$ cat config.mk
export PLATFORM = sky130hd
export DESIGN_NAME = road_snap_serializer
export DESIGN_NICKNAME = d
export VERILOG_FILES = /design/src/rtl/rsnap_pkg.sv /design/src/rtl/rsnap_scan.sv /design/src/rtl/rsnap_fifo.sv /design/src/rtl/rsnap_ser.sv /design/src/rtl/road_snap_serializer.sv
export SDC_FILE = /design/constraint.sdc
export NUM_CORES = 1
export LEC_CHECK = 0
export ABC_AREA = 1
export BUFFER_PORTS_ARGS = -buffer_cell sky130_fd_sc_hd__buf_2
export CAP_MARGIN = 20
export CORE_MARGIN = 5
export CORE_UTILIZATION = 50
export CTS_CLUSTER_DIAMETER = 40
export DETAILED_ROUTE_END_ITERATION = 8
export MAX_ROUTING_LAYER = met4
export PLACE_DENSITY = 0.71
export SETUP_SLACK_MARGIN = 0.2
export SLEW_MARGIN = 20
export SYNTH_ARGS = -nofsm -noshare
export SYNTH_HDL_FRONTEND = slang
export SYNTH_SLANG_ARGS = --single-unit
$ cat constraint.sdc
create_clock -name clk -period 4.23 [get_ports clk]
set_input_delay 0.6345 -clock clk [delete_from_list [all_inputs] [get_ports clk]]
set_output_delay 0.6345 -clock clk [all_outputs]
set_load 0.02 [all_outputs]
$ cat src/rtl/rsnap_pkg.sv
package rsnap_pkg;
    typedef enum logic [1:0] {
        S_IDLE    = 2'd0,
        S_SCAN    = 2'd1,
        S_TRAILER = 2'd2
    } scan_state_t;

    typedef enum logic [1:0] {
        L_IDLE  = 2'd0,
        L_START = 2'd1,
        L_SHIFT = 2'd2
    } line_state_t;
endpackage

$ cat src/rtl/rsnap_scan.sv
module rsnap_scan
    import rsnap_pkg::*;
#(
    parameter int N_ROADS = 64,
    parameter int ADDR_W  = $clog2(N_ROADS),
    parameter int WORD_W  = ADDR_W + 1
) (
    input  logic               clk,
    input  logic               rst_n,
    input  logic               ev_valid,
    input  logic               ev_is_eoe,
    output logic               ev_ready,
    output logic               busy,
    input  logic [N_ROADS-1:0] match_vec,
    output logic               array_clear,
    input  logic               fifo_full,
    output logic               push,
    output logic [WORD_W-1:0]  push_word
);
    scan_state_t        state, nxt;
    logic [N_ROADS-1:0] snap;
    logic [ADDR_W-1:0]  low_idx;
    logic               take, drop_low, clr_q;

    // Lowest set bit of the snapshot
    always_comb begin
        low_idx = '0;
        for (int i = N_ROADS - 1; i >= 0; i--) begin
            if (snap[i]) low_idx = ADDR_W'(i);
        end
    end

    // State register
    always_ff @(posedge clk or negedge rst_n) begin
        if (!rst_n) state <= S_IDLE;
        else        state <= nxt;
    end

    // Next state and outputs
    always_comb begin
        nxt       = state;
        take      = 1'b0;
        push      = 1'b0;
        push_word = '0;
        drop_low  = 1'b0;
        unique case (state)
            S_IDLE: begin
                if (ev_valid && ev_is_eoe) begin
                    take = 1'b1;
                    nxt  = S_SCAN;
                end
            end
            S_SCAN: begin
                if (snap == '0) begin
                    nxt = S_TRAILER;
                end else if (!fifo_full) begin
                    push      = 1'b1;
                    push_word = {1'b0, low_idx};
                    drop_low  = 1'b1;
                end
            end
            S_TRAILER: begin
                if (!fifo_full) begin
                    push      = 1'b1;
                    push_word = {1'b1, {ADDR_W{1'b0}}};
                    nxt       = S_IDLE;
                end
            end
            default: nxt = S_IDLE;
        endcase
    end

    assign ev_ready    = !(ev_is_eoe && state != S_IDLE);
    assign busy        = ev_valid && ev_is_eoe && (state != S_IDLE);
    assign array_clear = clr_q;

    // Snapshot and release strobe
    always_ff @(posedge clk or negedge rst_n) begin
        if (!rst_n) begin
            snap  <= '0;
            clr_q <= 1'b0;
        end else begin
            clr_q <= take;
            if (take)          snap          <= match_vec;
            else if (drop_low) snap[low_idx] <= 1'b0;
        end
    end

    assert_clear_single_R2: assert property (@(posedge clk) disable iff (!rst_n)
        array_clear |=> !array_clear);
    assert_no_recapture_R5: assert property (@(posedge clk) disable iff (!rst_n)
        (state != S_IDLE) |=> !array_clear);
    assert_trailer_last_R4: assert property (@(posedge clk) disable iff (!rst_n)
        (push && push_word[WORD_W-1]) |-> (snap == '0));
    assert_push_room_R6: assert property (@(posedge clk) disable iff (!rst_n)
        push |-> !fifo_full);
endmodule

$ cat src/rtl/rsnap_fifo.sv
module rsnap_fifo #(
    parameter int WIDTH = 7,
    parameter int DEPTH = 16,
    parameter int PTR_W = $clog2(DEPTH)
) (
    input  logic             clk,
    input  logic             rst_n,
    input  logic             push,
    input  logic [WIDTH-1:0] wr_data,
    input  logic             pop,
    output logic [WIDTH-1:0] rd_data,
    output logic             full,
    output logic             empty
);
    logic [WIDTH-1:0] mem [DEPTH];
    logic [PTR_W-1:0] wr_ptr, rd_ptr;
    logic [PTR_W:0]   count;

    assign full    = (count == (PTR_W+1)'(DEPTH));
    assign empty   = (count == '0);
    assign rd_data = mem[rd_ptr];

    always_ff @(posedge clk) begin
        if (push) mem[wr_ptr] <= wr_data;
    end

    always_ff @(posedge clk or negedge rst_n) begin
        if (!rst_n) begin
            wr_ptr <= '0;
            rd_ptr <= '0;
            count  <= '0;
        end else begin
            if (push) wr_ptr <= (wr_ptr == PTR_W'(DEPTH - 1)) ? '0 : wr_ptr + 1'b1;
            if (pop)  rd_ptr <= (rd_ptr == PTR_W'(DEPTH - 1)) ? '0 : rd_ptr + 1'b1;
            if (push && !pop)      count <= count + 1'b1;
            else if (pop && !push) count <= count - 1'b1;
        end
    end

    assert_no_overflow_R6: assert property (@(posedge clk) disable iff (!rst_n)
        (count == (PTR_W+1)'(DEPTH)) |-> !push);
    assert_no_underflow_R6: assert property (@(posedge clk) disable iff (!rst_n)
        (count == '0) |-> !pop);
endmodule

$ cat src/rtl/rsnap_ser.sv
module rsnap_ser
    import rsnap_pkg::*;
#(
    parameter int WORD_W = 7,
    parameter int CNT_W  = $clog2(WORD_W)
) (
    input  logic              clk,
    input  logic              rst_n,
    input  logic              empty,
    input  logic [WORD_W-1:0] rd_data,
    output logic              pop,
    output logic              ser_out
);
    line_state_t       state, nxt;
    logic [WORD_W-1:0] shreg;
    logic [CNT_W-1:0]  left;

    // State register
    always_ff @(posedge clk or negedge rst_n) begin
        if (!rst_n) state <= L_IDLE;
        else        state <= nxt;
    end

    // Next state and outputs
    always_comb begin
        nxt     = state;
        pop     = 1'b0;
        ser_out = 1'b0;
        unique case (state)
            L_IDLE: begin
                if (!empty) begin
                    pop = 1'b1;
                    nxt = L_START;
                end
            end
            L_START: begin
                ser_out = 1'b1;
                nxt     = L_SHIFT;
            end
            L_SHIFT: begin
                ser_out = shreg[WORD_W-1];
                if (left == '0) nxt = L_IDLE;
            end
            default: nxt = L_IDLE;
        endcase
    end

    // Shift data path
    always_ff @(posedge clk or negedge rst_n) begin
        if (!rst_n) begin
            shreg <= '0;
            left  <= '0;
        end else begin
            unique case (state)
                L_IDLE:  if (!empty) shreg <= rd_data;
                L_START: left <= CNT_W'(WORD_W - 1);
                L_SHIFT: begin
                    shreg <= {shreg[WORD_W-2:0], 1'b0};
                    left  <= left - 1'b1;
                end
                default: ;
            endcase
        end
    end

    assert_start_then_shift_R7: assert property (@(posedge clk) disable iff (!rst_n)
        (state == L_START) |=> (state == L_SHIFT));
endmodule

$ cat src/rtl/road_snap_serializer.sv
module road_snap_serializer #(
    parameter int N_ROADS    = 64,
    parameter int FIFO_DEPTH = 16
) (
    input  logic               clk,
    input  logic               rst_n,
    input  logic               ev_valid,
    input  logic               ev_is_eoe,
    output logic               ev_ready,
    output logic               busy,
    input  logic [N_ROADS-1:0] match_vec,
    output logic               array_clear,
    output logic               ser_out
);
    localparam int ADDR_W = $clog2(N_ROADS);
    localparam int WORD_W = ADDR_W + 1;

    logic              push, pop, full, empty;
    logic [WORD_W-1:0] push_word, rd_data;

    rsnap_scan #(.N_ROADS(N_ROADS), .ADDR_W(ADDR_W), .WORD_W(WORD_W)) u_scan (
        .clk(clk), .rst_n(rst_n), .ev_valid(ev_valid), .ev_is_eoe(ev_is_eoe),
        .ev_ready(ev_ready), .busy(busy), .match_vec(match_vec),
        .array_clear(array_clear), .fifo_full(full), .push(push), .push_word(push_word)
    );

    rsnap_fifo #(.WIDTH(WORD_W), .DEPTH(FIFO_DEPTH)) u_fifo (
        .clk(clk), .rst_n(rst_n), .push(push), .wr_data(push_word), .pop(pop),
        .rd_data(rd_data), .full(full), .empty(empty)
    );

    rsnap_ser #(.WORD_W(WORD_W)) u_ser (
        .clk(clk), .rst_n(rst_n), .empty(empty), .rd_data(rd_data),
        .pop(pop), .ser_out(ser_out)
    );
endmodule

# Word-level counts from Yosys, hierarchy flattened
# Memory sizes are Yosys's and may differ from the RTL's.
# Index checks and enable logic that the tools add are counted.
dict set report classes {
  n_addsub 5
  n_lt_le_gt_ge 2
  n_eq_ne 12
  n_mux 97
  bitwise 2
  n_reduce_logical 22
}
# op n
set op_table {}
lappend op_table {{$mux 6} 65}
lappend op_table {{$mux 64} 2}
lappend op_table {{$and 64x64->64} 1}
lappend op_table {{$logic_not 64->1} 1}
lappend op_table {{$not 64->64} 1}
lappend op_table {{$pmux 7 s2} 2}
lappend op_table {{$mux 7} 3}
lappend op_table {{$pmux 2 s3} 2}
lappend op_table {{$mux 1} 10}
lappend op_table {{$mux 2} 5}
lappend op_table {{$mux 5} 2}
lappend op_table {{$reduce_bool 2->1} 5}
lappend op_table {{$add 4x1->4 const B} 2}
lappend op_table {{$eq 4x4->1 const B} 2}
lappend op_table {{$mux 4} 2}
lappend op_table {{$lt 6x7->1 const B} 1}
lappend op_table {{$demux 1 s6} 1}
lappend op_table {{$ge 6x1->1 const B} 1}
lappend op_table {{$logic_and 1x1->1} 6}
lappend op_table {{$ne 2x1->1 const B} 3}
lappend op_table {{$pmux 3 s2} 1}
lappend op_table {{$add 5x1->5 const B} 1}
lappend op_table {{$eq 5x5->1 const B} 1}
lappend op_table {{$logic_not 5->1} 1}
lappend op_table {{other kinds (11)} 19}
dict set report totals {
  regBits 92
  mem_bits_rw 112
  input_bits 68
  output_inout_bits 4
  memories 1
}
# memory depth word_bits read_ports rd_clocked_by_memory_dff write_ports line_no
set memory_table {}
lappend memory_table {u_fifo.mem 16 7 1 0 1 rsnap_fifo.sv:15} ;# logic [WIDTH-1:0] mem [DEPTH];

# Logic depth before layout (Yosys ltp)
dict set report logic_depth {
  depth_word 72
  mapped_depth 68
  mapped_depth_nobuf 67
}

# Modules after synthesis
# Synthesis repeated with hierarchy kept, for this count alone.
dict set report hier_totals {
  cells_unflattened 1458
  area_unflattened_um2 11322.1
}
# module n_inst cells_per_inst area_each_um2 seq_area_each_um2
set by_module_without_submodules {}
lappend by_module_without_submodules {rsnap_fifo 1 599 5728.0 3688.5}
lappend by_module_without_submodules {rsnap_scan 1 769 4883.4 1676.6}
lappend by_module_without_submodules {rsnap_ser 1 90 710.7 300.3}

# Worst setup path before layout
# OpenSTA, ideal clock, no wires.
dict set report synth_timing {
  path_kind {flip-flop to flip-flop}
  startpoint {register u_scan.snap[62]}
  endpoint {memory u_fifo.mem[0][0], data pin}
  setup_time_ns 0.277
  t_arrival_ns 3.697
  required_ns 3.953
  slack_ns 0.256
  path_stages_with_launch 67
  path_buffers 1
  path_cell_list {dfrtp_1 -> inv_1 -> nand2_1 -> nand2_1 -> nand2_1 -> nand2_1 -> nand2_1 -> nand2_1 -> nand2_1 -> nand2_1 -> nand2_1 -> nand2_1 -> nand2_1 -> nand2_1 -> nand2_1 -> nand2_1 -> nand2_1 -> nand2_1 -> [... 31 more ...] -> nand2_1 -> nand2_1 -> nand2_1 -> nand2_1 -> nand2_1 -> nand2_1 -> nand2_1 -> nand2_1 -> nand2_1 -> nand2_1 -> nand2_1 -> nand2_1 -> nand2_1 -> nand2_2 -> nand2_4 -> nand2_4 -> buf_6 -> nor2_1}
}
dict set report synth_between {
  elab_chain_cells 66
  elab_cells_between_ends 67
}
# element line_no
set synth_lines {}
lappend synth_lines {{start, declared} rsnap_scan.sv:21} ;# logic [N_ROADS-1:0] snap;
lappend synth_lines {{start signal, assigned} rsnap_scan.sv:84} ;# if (take) snap <= match_vec;
lappend synth_lines {{$mux 6 (63 in series)} rsnap_scan.sv:29} ;# if (snap[i]) low_idx = ADDR_W'(i);
lappend synth_lines {{$mux 6} rsnap_scan.sv:56} ;# end else if (!fifo_full) begin
lappend synth_lines {{$mux 7 *} rsnap_scan.sv:54} ;# if (snap == '0) begin
lappend synth_lines {{$pmux 7 s2 *} rsnap_scan.sv:46} ;# unique case (state)
lappend synth_lines {{named net push_word[0]} road_snap_serializer.sv:19} ;# logic [WORD_W-1:0] push_word, rd_data;
lappend synth_lines {{end, declared} rsnap_fifo.sv:15}
# Mark *: on every way through the listed nets, which the timed path passes. The rest lies on a longest branch.

# Worst setup path in the final report
dict set report layout_timing {
  startpoint {register u_scan.snap[63]}
  endpoint {register u_scan.snap[50]}
}
dict set report layout_between {
  elab_chain_cells 72
  elab_cells_between_ends 77
}
# element line_no
set layout_lines {}
lappend layout_lines {{$mux 6 (64 in series)} rsnap_scan.sv:29}
lappend layout_lines {{$lt 6x7->1 (implied by the code) or $ge 6x1->1 (tied branches)} rsnap_scan.sv:85} ;# else if (drop_low) snap[low_idx] <= 1'b0;
lappend layout_lines {{$logic_and 1x1->1 (implied by the code)} rsnap_scan.sv:85}
lappend layout_lines {{$mux 1 (implied by the code)} rsnap_scan.sv:85}
lappend layout_lines {{$demux 1 s6} n/a}
lappend layout_lines {{$not 64->64 (no line)} n/a}
lappend layout_lines {{$and 64x64->64 (no line)} n/a}
lappend layout_lines {{$mux 64} rsnap_scan.sv:85}
lappend layout_lines {{$mux 64} rsnap_scan.sv:84}
# Parallel ways exist; a longest one is shown, timed or not. The select of a mux whose other input is x is not followed.
# A chain may end at the register's enable or synchronous reset.

==> run metrics <==
Min-Delay Path Class=input pin to asynchronous set/reset pin; core area=21,000 um^2; routed len/inst=16.3 um; P_int=5630 uW; wire length on met2=12,200 um; Starting Density=50.7%; Reg power frac=30.4%; Final Core Density=59.7%; Rows=53; Crit. End Element=register; CP Buf/Inv Count=2; Yosys cell types=35; ys flop type=edfxtp_1; Net Sw Frac=41.7%; max layer used=met4; CP delay by family, top=simple AND/OR/NAND/NOR gates; DIE AREA=24,200 um^2; Tot Pwr=9660 uW; detailed-route via count=8,861; Worst VDD drop=0.479 mV; fin. max-slew vios=0; Period minus WS final=4.16 ns; Vias/cell=5.47; Critical-path top delay cell=dfrtp_1; register bit total from synthesis=204; Post-DP Area=11,300 um^2; Slew HR=27.3%; clk_lat worst skew=0.54 ns; Fin Clk Skew=0.00917 ns; Max Fanout on Critical Path=8; total grt overflow=0; Detailed Route WL=26,400 um; placed cells=1,561; first-pass GRT wire length=41,600 um; cells after synthesis=1,243; cell area after synthesis=10,600 um^2; GP Congestion=0.839; power share of the clock group=25.0%; power share of the combinational group=44.5%; P_leak=0.00562 uW; required time worst endpoint=4.65 ns; status=finished clean; Syn Nets=1,332; max-cap violation count=0; clk sinks=204; Max Clk Rate=0.241 GHz; DRT iter0 DRCs=700; first-pass detailed-route iteration total=5; Diodes inserted=0; Port Buf Inserts=71; Finished Cell Area=12,500 um^2; Worst path most repeated cell=nand2_1; RSZ-0062 raised after global routing=yes; Final Hold Fails=0; CP arrival=4.58 ns; number of synthesized flops with an enable pin=112; CP startpoint kind=register; # DRC=0; sequential area share after synthesis=53.4%; Final Net Count=1,412; CTS Buf Count=29; CTS tree=built; Metal-1 WL=11,700 um; Die H=156 um; Tcrit/Tclk final=98.2%; Synth Warn #=0; initial antenna violation count=0; Chip Width=156 um; post-synthesis average cell area=8.54 um^2; H-tree levels=1; Clock Pin Slew Worst Setup and Hold Paths=0.05 ns; vias in the first global route=8,253; I/O Pins=72; NetSw=4030 uW; pin count of the biggest net entering global routing=192; dpl hpwl=16,700 um; Final setup viols=0; Root Buffer=clkbuf_16; final cell count without fillers=1,621; total track usage=21.7%; CP Class=register to register; area grow syn2layout=17.9%; clk buf depth=3; share of cells above drive strength 1=15.2%; P per Cell Area=772 nW/um^2; routed wl met3=1890 um; pin slew with the least headroom to its limit=1.09 ns; fraction of registers with async set/reset=45.1%; ANT nets after route=0; Largest stage delay, worst path=0.38 ns
-- cell type report --
type | count | area [um^2]
clock buffer | 33 | 741
tap | 275 | 344
timing repair buffer | 104 | 714
sequential | 204 | 5670
multi-input combinational | 810 | 4160
clock inverter | 21 | 239
inverter | 174 | 653
fill | 1796 | 8440
-- power by group through the flow --
stage | Combinational [uW] | Clock, uW | Sequential [uW]
finish | 4300 | 2420 | 2940
global route | 4830 | 2540 | 3000
CTS | 3910 | 2440 | 2940
global placement | 3800 | 0 | 2960
detailed placement | 3860 | 0 | 2970
floorplan | 2820 | 0 | 2900
-- stage by stage --
step / setup WS [ns] / hold slack (ns) / setup TNS [ns]
2_1_floorplan: 0.256 / 0.339 / 0
3_3_place_gp: -0.156 / 0.481 / -2.94
3_5_place_dp: -0.170 / 0.491 / -3.95
4_1_cts: 0.0394 / 0.302 / 0
5_1_grt: -0.872 / 0.199 / -64.98
6_report: 0.0749 / 0.137 / 0
-- repair_timing --
item                                    4_1_cts  5_1_grt
pin swaps                                     0        4
hold buffers                                  0        0
gates resized for setup                       4       25
gates cloned                                  0        4
buffers inserted                              0        2
endpoints found under the setup margin       79       81
-- worst paths after layout --
| kind | start | to | slack (ns) | depth (start not counted) |
|---|---|---|---|---|
| setup / recovery | u_scan.snap[63]$_DFFE_PN0P_ | u_scan.snap[50]$_DFFE_PN0P_ | 0.07 | 67 |
| hold / removal | rst_n | u_scan.snap[18]$_DFFE_PN0P_ | 0.14 | 1 |
| setup reg to reg | u_scan.snap[63]$_DFFE_PN0P_ | u_scan.snap[50]$_DFFE_PN0P_ | 0.07 | 67 |
| hold reg to reg | u_ser.left[0]$_DFFE_PN0P_ | u_ser.left[0]$_DFFE_PN0P_ | 0.50 | 1 |
| max in group asynchronous | rst_n | u_fifo.wr_ptr[3]$_DFFE_PN0P_ | 3.36 | 2 |
| min in group clk | match_vec[0] | u_scan.snap[0]$_DFFE_PN0P_ | 0.36 | 3 |
-- registers in the layout, indices dropped and copies added, names as in the netlist --
name and flops:
u_fifo.mem 112, u_scan.snap 64, u_ser.shreg 7, u_fifo.count 5, u_fifo.rd_ptr 4, u_fifo.wr_ptr 4, u_ser.left 3, u_scan.state 2
u_ser.state 2, u_scan.array_clear 1
-- cells by family after synthesis --
group,synth area share [%]
adders and majority gates,2.55
muxes,0.212
AOI/OAI and AO/OA,13.3
buffers and inverters,8.50
xor gates and xnor gates,0.495
DFF,53.4
and+or+nand+nor,21.6
-- layer usage --
metal | global-route usage (%) | up-vias
met5 | - | -
met4 | 6.34 | 0
met3 | 3.16 | 56
met2 | 33.7 | 334
met1 | 30.0 | 4173
li1 | - | 4298
-- Yosys cell counts (7+ instances only) --
library cell | count | area [um^2]
nand2_1 | 287 | 1080
inv_1 | 171 | 642
nor2_1 | 138 | 518
o21ai_0 | 137 | 686
edfxtp_1 | 112 | 3360
dfrtp_1 | 92 | 2300
a21oi_1 | 72 | 360
clkbuf_1 | 46 | 173
nand4_1 | 39 | 244
nand3_2 | 29 | 290
ha_1 | 20 | 250
nand3_1 | 16 | 80.1
o22ai_1 | 15 | 93.8
o221ai_1 | 13 | 114
o211ai_1 | 7 | 52.6
-- cell usage in the layout, fill, tap and decap left out, types with 3 or more instances in the layout --
cell type	n
clkbuf_16	31
inv_2	4
nand4_1	39
dfrtp_1	92
buf_4	26
buf_12	4
bufinv_16	4
o21ai_0	137
o22ai_1	15
clkinvlp_4	5
xor2_1	5
clkinv_2	5
a21oi_1	71
clkbuf_1	4
nor4_1	4
nand2_1	282
ha_1	20
clkinv_1	3
nor2_4	3
nor2_1	135
buf_2	70
a22oi_1	3
nor3_1	4
o221ai_1	13
nand2_2	5
edfxtp_1	112
inv_1	168
inv_6	4
a31oi_1	4
nand3_4	3
nand3_1	14
o211ai_1	7
nand3_2	28
No activity file was read; power rests on OpenSTA's default activity.
